$ cat src/rtl/fcs_pkg.sv
package fcs_pkg;
  localparam int W         = 32;
  localparam int NCC       = 8;
  localparam int IDX_W     = $clog2(NCC);
  localparam int CC0_POS   = 23;
  localparam int CCN_BASE  = 24;
  localparam int CAUSE_LO  = 12;
  localparam int CAUSE_W   = 6;
  localparam int EN_LO     = 7;
  localparam int EN_W      = 5;
  localparam int FLAG_LO   = 2;
  localparam int FLAG_W    = 5;
  localparam int UNIMP_BIT = CAUSE_W - 1;
endpackage

$ cat src/rtl/fcs_cc_unit.sv
module fcs_cc_unit
  import fcs_pkg::*;
(
  input  logic [NCC-1:0]   cc_i,
  input  logic             we_i,
  input  logic [IDX_W-1:0] idx_i,
  input  logic             val_i,
  output logic [NCC-1:0]   cc_o
);
  for (genvar g = 0; g < NCC; g++) begin : g_cc
    assign cc_o[g] = (we_i && (idx_i == IDX_W'(g))) ? val_i : cc_i[g];
  end
endmodule

$ cat src/rtl/fcs_exc_unit.sv
module fcs_exc_unit
  import fcs_pkg::*;
(
  input  logic [CAUSE_W-1:0] cause_i,
  input  logic [FLAG_W-1:0]  flags_i,
  input  logic [EN_W-1:0]    en_i,
  input  logic               valid_i,
  input  logic [CAUSE_W-1:0] bits_i,
  output logic [CAUSE_W-1:0] cause_o,
  output logic [FLAG_W-1:0]  flags_o,
  output logic               trap_o
);
  always_comb begin
    cause_o = valid_i ? bits_i : cause_i;
    flags_o = valid_i ? (flags_i | bits_i[FLAG_W-1:0]) : flags_i;
  end

  // unimplemented has no enable bit: always traps
  assign trap_o = (|(cause_i[EN_W-1:0] & en_i)) | cause_i[UNIMP_BIT];
endmodule

$ cat src/rtl/fp_ctrl_stat.sv
module fp_ctrl_stat
  import fcs_pkg::*;
(
  input  logic             clk_i,
  input  logic             rst_ni,
  input  logic             sw_we_i,
  input  logic [W-1:0]     sw_wdata_i,
  input  logic             cc_we_i,
  input  logic [IDX_W-1:0] cc_idx_i,
  input  logic             cc_val_i,
  input  logic             exc_valid_i,
  input  logic [CAUSE_W-1:0] exc_bits_i,
  output logic [W-1:0]     csr_o,
  output logic [NCC-1:0]   cc_vec_o,
  output logic             trap_o
);
  logic [W-1:0]       csr_q, csr_d;
  logic [NCC-1:0]     cc_cur, cc_nxt;
  logic [CAUSE_W-1:0] cause_nxt;
  logic [FLAG_W-1:0]  flags_nxt;

  for (genvar g = 0; g < NCC; g++) begin : g_pack
    if (g == 0) begin : g_c0
      assign cc_cur[g] = csr_q[CC0_POS];
    end else begin : g_cn
      assign cc_cur[g] = csr_q[CCN_BASE + g];
    end
  end

  fcs_cc_unit u_cc (
    .cc_i  (cc_cur),
    .we_i  (cc_we_i),
    .idx_i (cc_idx_i),
    .val_i (cc_val_i),
    .cc_o  (cc_nxt)
  );

  fcs_exc_unit u_exc (
    .cause_i (csr_q[CAUSE_LO +: CAUSE_W]),
    .flags_i (csr_q[FLAG_LO +: FLAG_W]),
    .en_i    (csr_q[EN_LO +: EN_W]),
    .valid_i (exc_valid_i),
    .bits_i  (exc_bits_i),
    .cause_o (cause_nxt),
    .flags_o (flags_nxt),
    .trap_o  (trap_o)
  );

  always_comb begin
    csr_d = csr_q;
    csr_d[CC0_POS] = cc_nxt[0];
    for (int k = 1; k < NCC; k++) csr_d[CCN_BASE + k] = cc_nxt[k];
    csr_d[CAUSE_LO +: CAUSE_W] = cause_nxt;
    csr_d[FLAG_LO +: FLAG_W]   = flags_nxt;
    if (sw_we_i) csr_d = sw_wdata_i;
  end

  always_ff @(posedge clk_i or negedge rst_ni) begin
    if (!rst_ni) csr_q <= '0;
    else         csr_q <= csr_d;
  end

  assign csr_o    = csr_q;
  assign cc_vec_o = cc_cur;

  assert_sw_load_R2: assert property (@(posedge clk_i) disable iff (!rst_ni)
    sw_we_i |=> csr_o == $past(sw_wdata_i));
  assert_cc_target_R3: assert property (@(posedge clk_i) disable iff (!rst_ni)
    (!sw_we_i && cc_we_i) |=> cc_vec_o[$past(cc_idx_i)] == $past(cc_val_i));
  assert_pack_R4: assert property (@(posedge clk_i) disable iff (!rst_ni)
    cc_vec_o == {csr_o[W-1:CCN_BASE+1], csr_o[CC0_POS]});
  assert_cause_R5: assert property (@(posedge clk_i) disable iff (!rst_ni)
    (!sw_we_i && exc_valid_i) |=> csr_o[CAUSE_LO +: CAUSE_W] == $past(exc_bits_i));
  assert_flags_sticky_R6: assert property (@(posedge clk_i) disable iff (!rst_ni)
    !sw_we_i |=> (csr_o[FLAG_LO +: FLAG_W] & $past(csr_o[FLAG_LO +: FLAG_W]))
                 == $past(csr_o[FLAG_LO +: FLAG_W]));
  assert_unimp_trap_R7: assert property (@(posedge clk_i) disable iff (!rst_ni)
    csr_o[CAUSE_LO + UNIMP_BIT] |-> trap_o);
  assert_plain_bits_R8: assert property (@(posedge clk_i) disable iff (!rst_ni)
    !sw_we_i |=> $stable({csr_o[CCN_BASE], csr_o[22:18], csr_o[EN_LO +: EN_W], csr_o[1:0]}));
endmodule

$ cat config.mk
export PLATFORM = sky130hd
export DESIGN_NAME = fp_ctrl_stat
export DESIGN_NICKNAME = d
export VERILOG_FILES = /design/src/rtl/fcs_pkg.sv /design/src/rtl/fcs_cc_unit.sv /design/src/rtl/fcs_exc_unit.sv /design/src/rtl/fp_ctrl_stat.sv
export SDC_FILE = /design/constraint.sdc
export NUM_CORES = 1
export LEC_CHECK = 0
export BUFFER_PORTS_ARGS = -buffer_cell sky130_fd_sc_hd__buf_2
export CAP_MARGIN = 5
export CORE_ASPECT_RATIO = 2
export CORE_UTILIZATION = 45
export CTS_BUF_LIST = sky130_fd_sc_hd__clkbuf_8
export DETAILED_ROUTE_END_ITERATION = 8
export PLACE_DENSITY = 0.82
export SYNTH_ARGS = -nofsm -noshare
export SYNTH_HDL_FRONTEND = slang
export SYNTH_SLANG_ARGS = --single-unit
$ cat constraint.sdc
create_clock -name clk_i -period 1.25 [get_ports clk_i]
set_clock_uncertainty 0.15 [all_clocks]
set_input_delay 0.25 -clock clk_i [delete_from_list [all_inputs] [get_ports clk_i]]
set_output_delay 0.25 -clock clk_i [all_outputs]
set_load 0.01 [all_outputs]
==> flow_summary.ini <==
[grt]
antenna_found_initial = 0
grt.overflow.total = 0
grt_pass1_vias = 1308
grt_max_degree = 33
grt_usage_pct = 21.6
grt_pass1_wl_mm = 5.78

[logic_synthesis]
synth_cell_types = 17
ys_seq_area_share_pct = 53.9
synth_nets = 177
avgSynthCellArea_um2 = 11.4
ys.warnings.count = 0
ys_ff_latch = 32
netlist_area_um2 = 1490
syn-instance-count = 130

[power_and_ir_drop]
power.net_switching_uw = 684
p_int_mw = 1.82
pwr-share-seq_pct = 48.0
combinationalPowerShare_pct = 23.3
switching_share_pct = 27.3
power_mw = 2.50
ir_worst_vdd_v = 0.000842
powerDensity_nw_per_um2 = 1170
clock_power_share_pct = 28.7
cellLeakagePower_nw = 1.11

[place]
portBuffers = 87
hpwl_mm = 2.71
placed_area_um2 = 1960
place_congestion = 0.729

[layout]
multi_input_area_um2 = 602
regArea_um2 = 801
final_cell_mix = 81 x buf_2, 32 x dfrtp_1, 19 x nand2_1
layout_commonest_cell = buf_2
layout-drive-gt1-share_pct = 55.2
layout.nets = 268
largest_reg_flops = 32
antenna_cells = 0
post-route-cell-area_um2 = 2140
fill_cells = 262
area_delta_synth_final_pct = 43.8

[die]
dieArea_um2 = 3550
design.core.area_um2 = 3160
die_y_um = 83.2
start_util_pct = 47.0
num_rows = 29
die_x_um = 42.6
io_pins = 88

[sta]
fmax_ghz = 0.660
fin_crit_sh_pct = 121
finalWorstSetupSlack_ns = -0.264
hold_slack_ns = 0.0250
grt_setup_unrepaired = true
min_period_ns = 1.51
maxSlewViolCount = 0
finalSetupViolCount = 7
slew_headroom_pct = 78.4
tightest_slew_ns = 0.324
hold_violations = 0

[critical_path]
critPathLaunch = csr_o[9]$_DFFE_PN0P_
arrival_ns = 1.11
critical_path_required_ns = 0.85
startpoint_type = flop
critPathMaxFanout = 2
endpoint_kind = primary output
critPathKind = reg2out
rrSetupSlack_ns = 0.10
r2r-start = csr_o[9]$_DFFE_PN0P_

[run_status]
violations = setup timing
status = finished with violations

[routing]
vias_per_cell = 5.22
routedWlPerCell_um = 13.9
vias = 1316
drtAntennaViolNets = 0
wirelength_mm = 3.51
drt_first_pass_iters = 4
remaining_drc_errors = 0
drt_iter0_drc = 28

[clock_tree]
cts_sinks = 32
cts_root_buf = clkbuf_8
clkTransAtPathRegs_ns = 0.06
clock_latency_ns = 0.28
numCtsBuffers = 5
h-tree-depth = 2
cts_tree = done
clockBufferDepth = 2

[worst_hold_path]
hold_class = in2reg
hold_path_startpoint = sw_wdata_i[13]

[run]
maxCapViolCount = 0
## power by group through the flow
stage | combinational [mW] | sequential, mW | clock, mW
CTS | 0.573 | 1.20 | 0.740
global placement | 0.526 | 1.21 | 0
detailed placement | 0.538 | 1.21 | 0
global route | 0.640 | 1.21 | 0.794
finish | 0.583 | 1.20 | 0.718
floorplan | 0.215 | 1.26 | 0
## layer usage
| metal | routed length, um | GRT usage [%] |
|---|---|---|
| met1 | 1280 | 23.0 |
| met2 | 1900 | 38.2 |
| met3 | 265 | 6.30 |
| met4 | 63 | 8.52 |
| met5 | 0 | 0 |
## final cells by class
class                      instances  area share (%)
sequential                        32            37.5
timing repair buffer             100            28.9
multi-input combinational         82            28.2
clock buffer                       5            3.22
tap                               31            1.82
clock inverter                     2           0.410
## through the flow
| stage | worst slack, ns | TNS (ns) | instances | utilization (%) |
|---|---|---|---|---|
| 4_1_cts | -0.268 | -0.633 | 250 | 66.7 |
| 2_1_floorplan | 0.0599 | 0 | 130 | - |
| 6_report | -0.264 | -0.772 | 252 | 67.7 |
| 5_1_grt | -0.327 | -1.10 | 252 | 67.7 |
| 3_3_place_gp | 0.0120 | 0 | 242 | 62.2 |
| 3_5_place_dp | -0.0178 | -0.0178 | 242 | 62.2 |
## worst paths after layout
| check | endpoint | cells past startpoint |
|---|---|---|
| worst max-delay path | trap_o | 3 |
| worst min-delay path | csr_o[13]$_DFFE_PN0P_ | 3 |
| worst max register to register | csr_o[9]$_DFFE_PN0P_ | 3 |
| worst min register to register | csr_o[20]$_DFFE_PN0P_ | 1 |
| max in group asynchronous | csr_o[31]$_DFFE_PN0P_ | 3 |
| min in group asynchronous | csr_o[20]$_DFFE_PN0P_ | 2 |
## kinds of logic (layout without fill, tap and decap cells)
| kind of cell | after synthesis | in the layout | synth area share [%] |
|---|---|---|---|
| DFF | 32 | 32 | 53.9 |
| and+or+nand+nor | 28 | 28 | 10.9 |
| AOI/OAI and AO/OA | 27 | 27 | 9.44 |
| muxes | 27 | 27 | 19.3 |
| buffers and inverters | 16 | 107 | 6.49 |
## critical path: stages (launching register included)
cell and delay [ns]:
dfrtp_1 0.39, a22oi_2 0.20, nand3_1 0.09, buf_2 0.15
## timing repair
| action | CTS | global route |
|---|---|---|
| hold endpoints to repair | 12 | 0 |
| gates resized for setup | 11 | 5 |
| setup buffers | 0 | 4 |
| hold buffers | 1 | 0 |
| setup endpoints to repair | 6 | 10 |
| pin swaps | 1 | 2 |
## synth_stat cells, drive strengths merged
cell type,n,area [um2]
a21oi,6,30.0
a22oi,2,15.0
and4bb,3,37.5
buf,12,80.1
clkbuf,4,16.3
dfrtp,32,801
mux2,13,146
mux2i,14,140
nand2,19,71.3
nand3,1,5.00
nand4,1,6.26
nand4b,3,26.3
nor4b,1,15.0
o21ai,19,95.1
No activity file was read; power rests on OpenSTA's default activity.
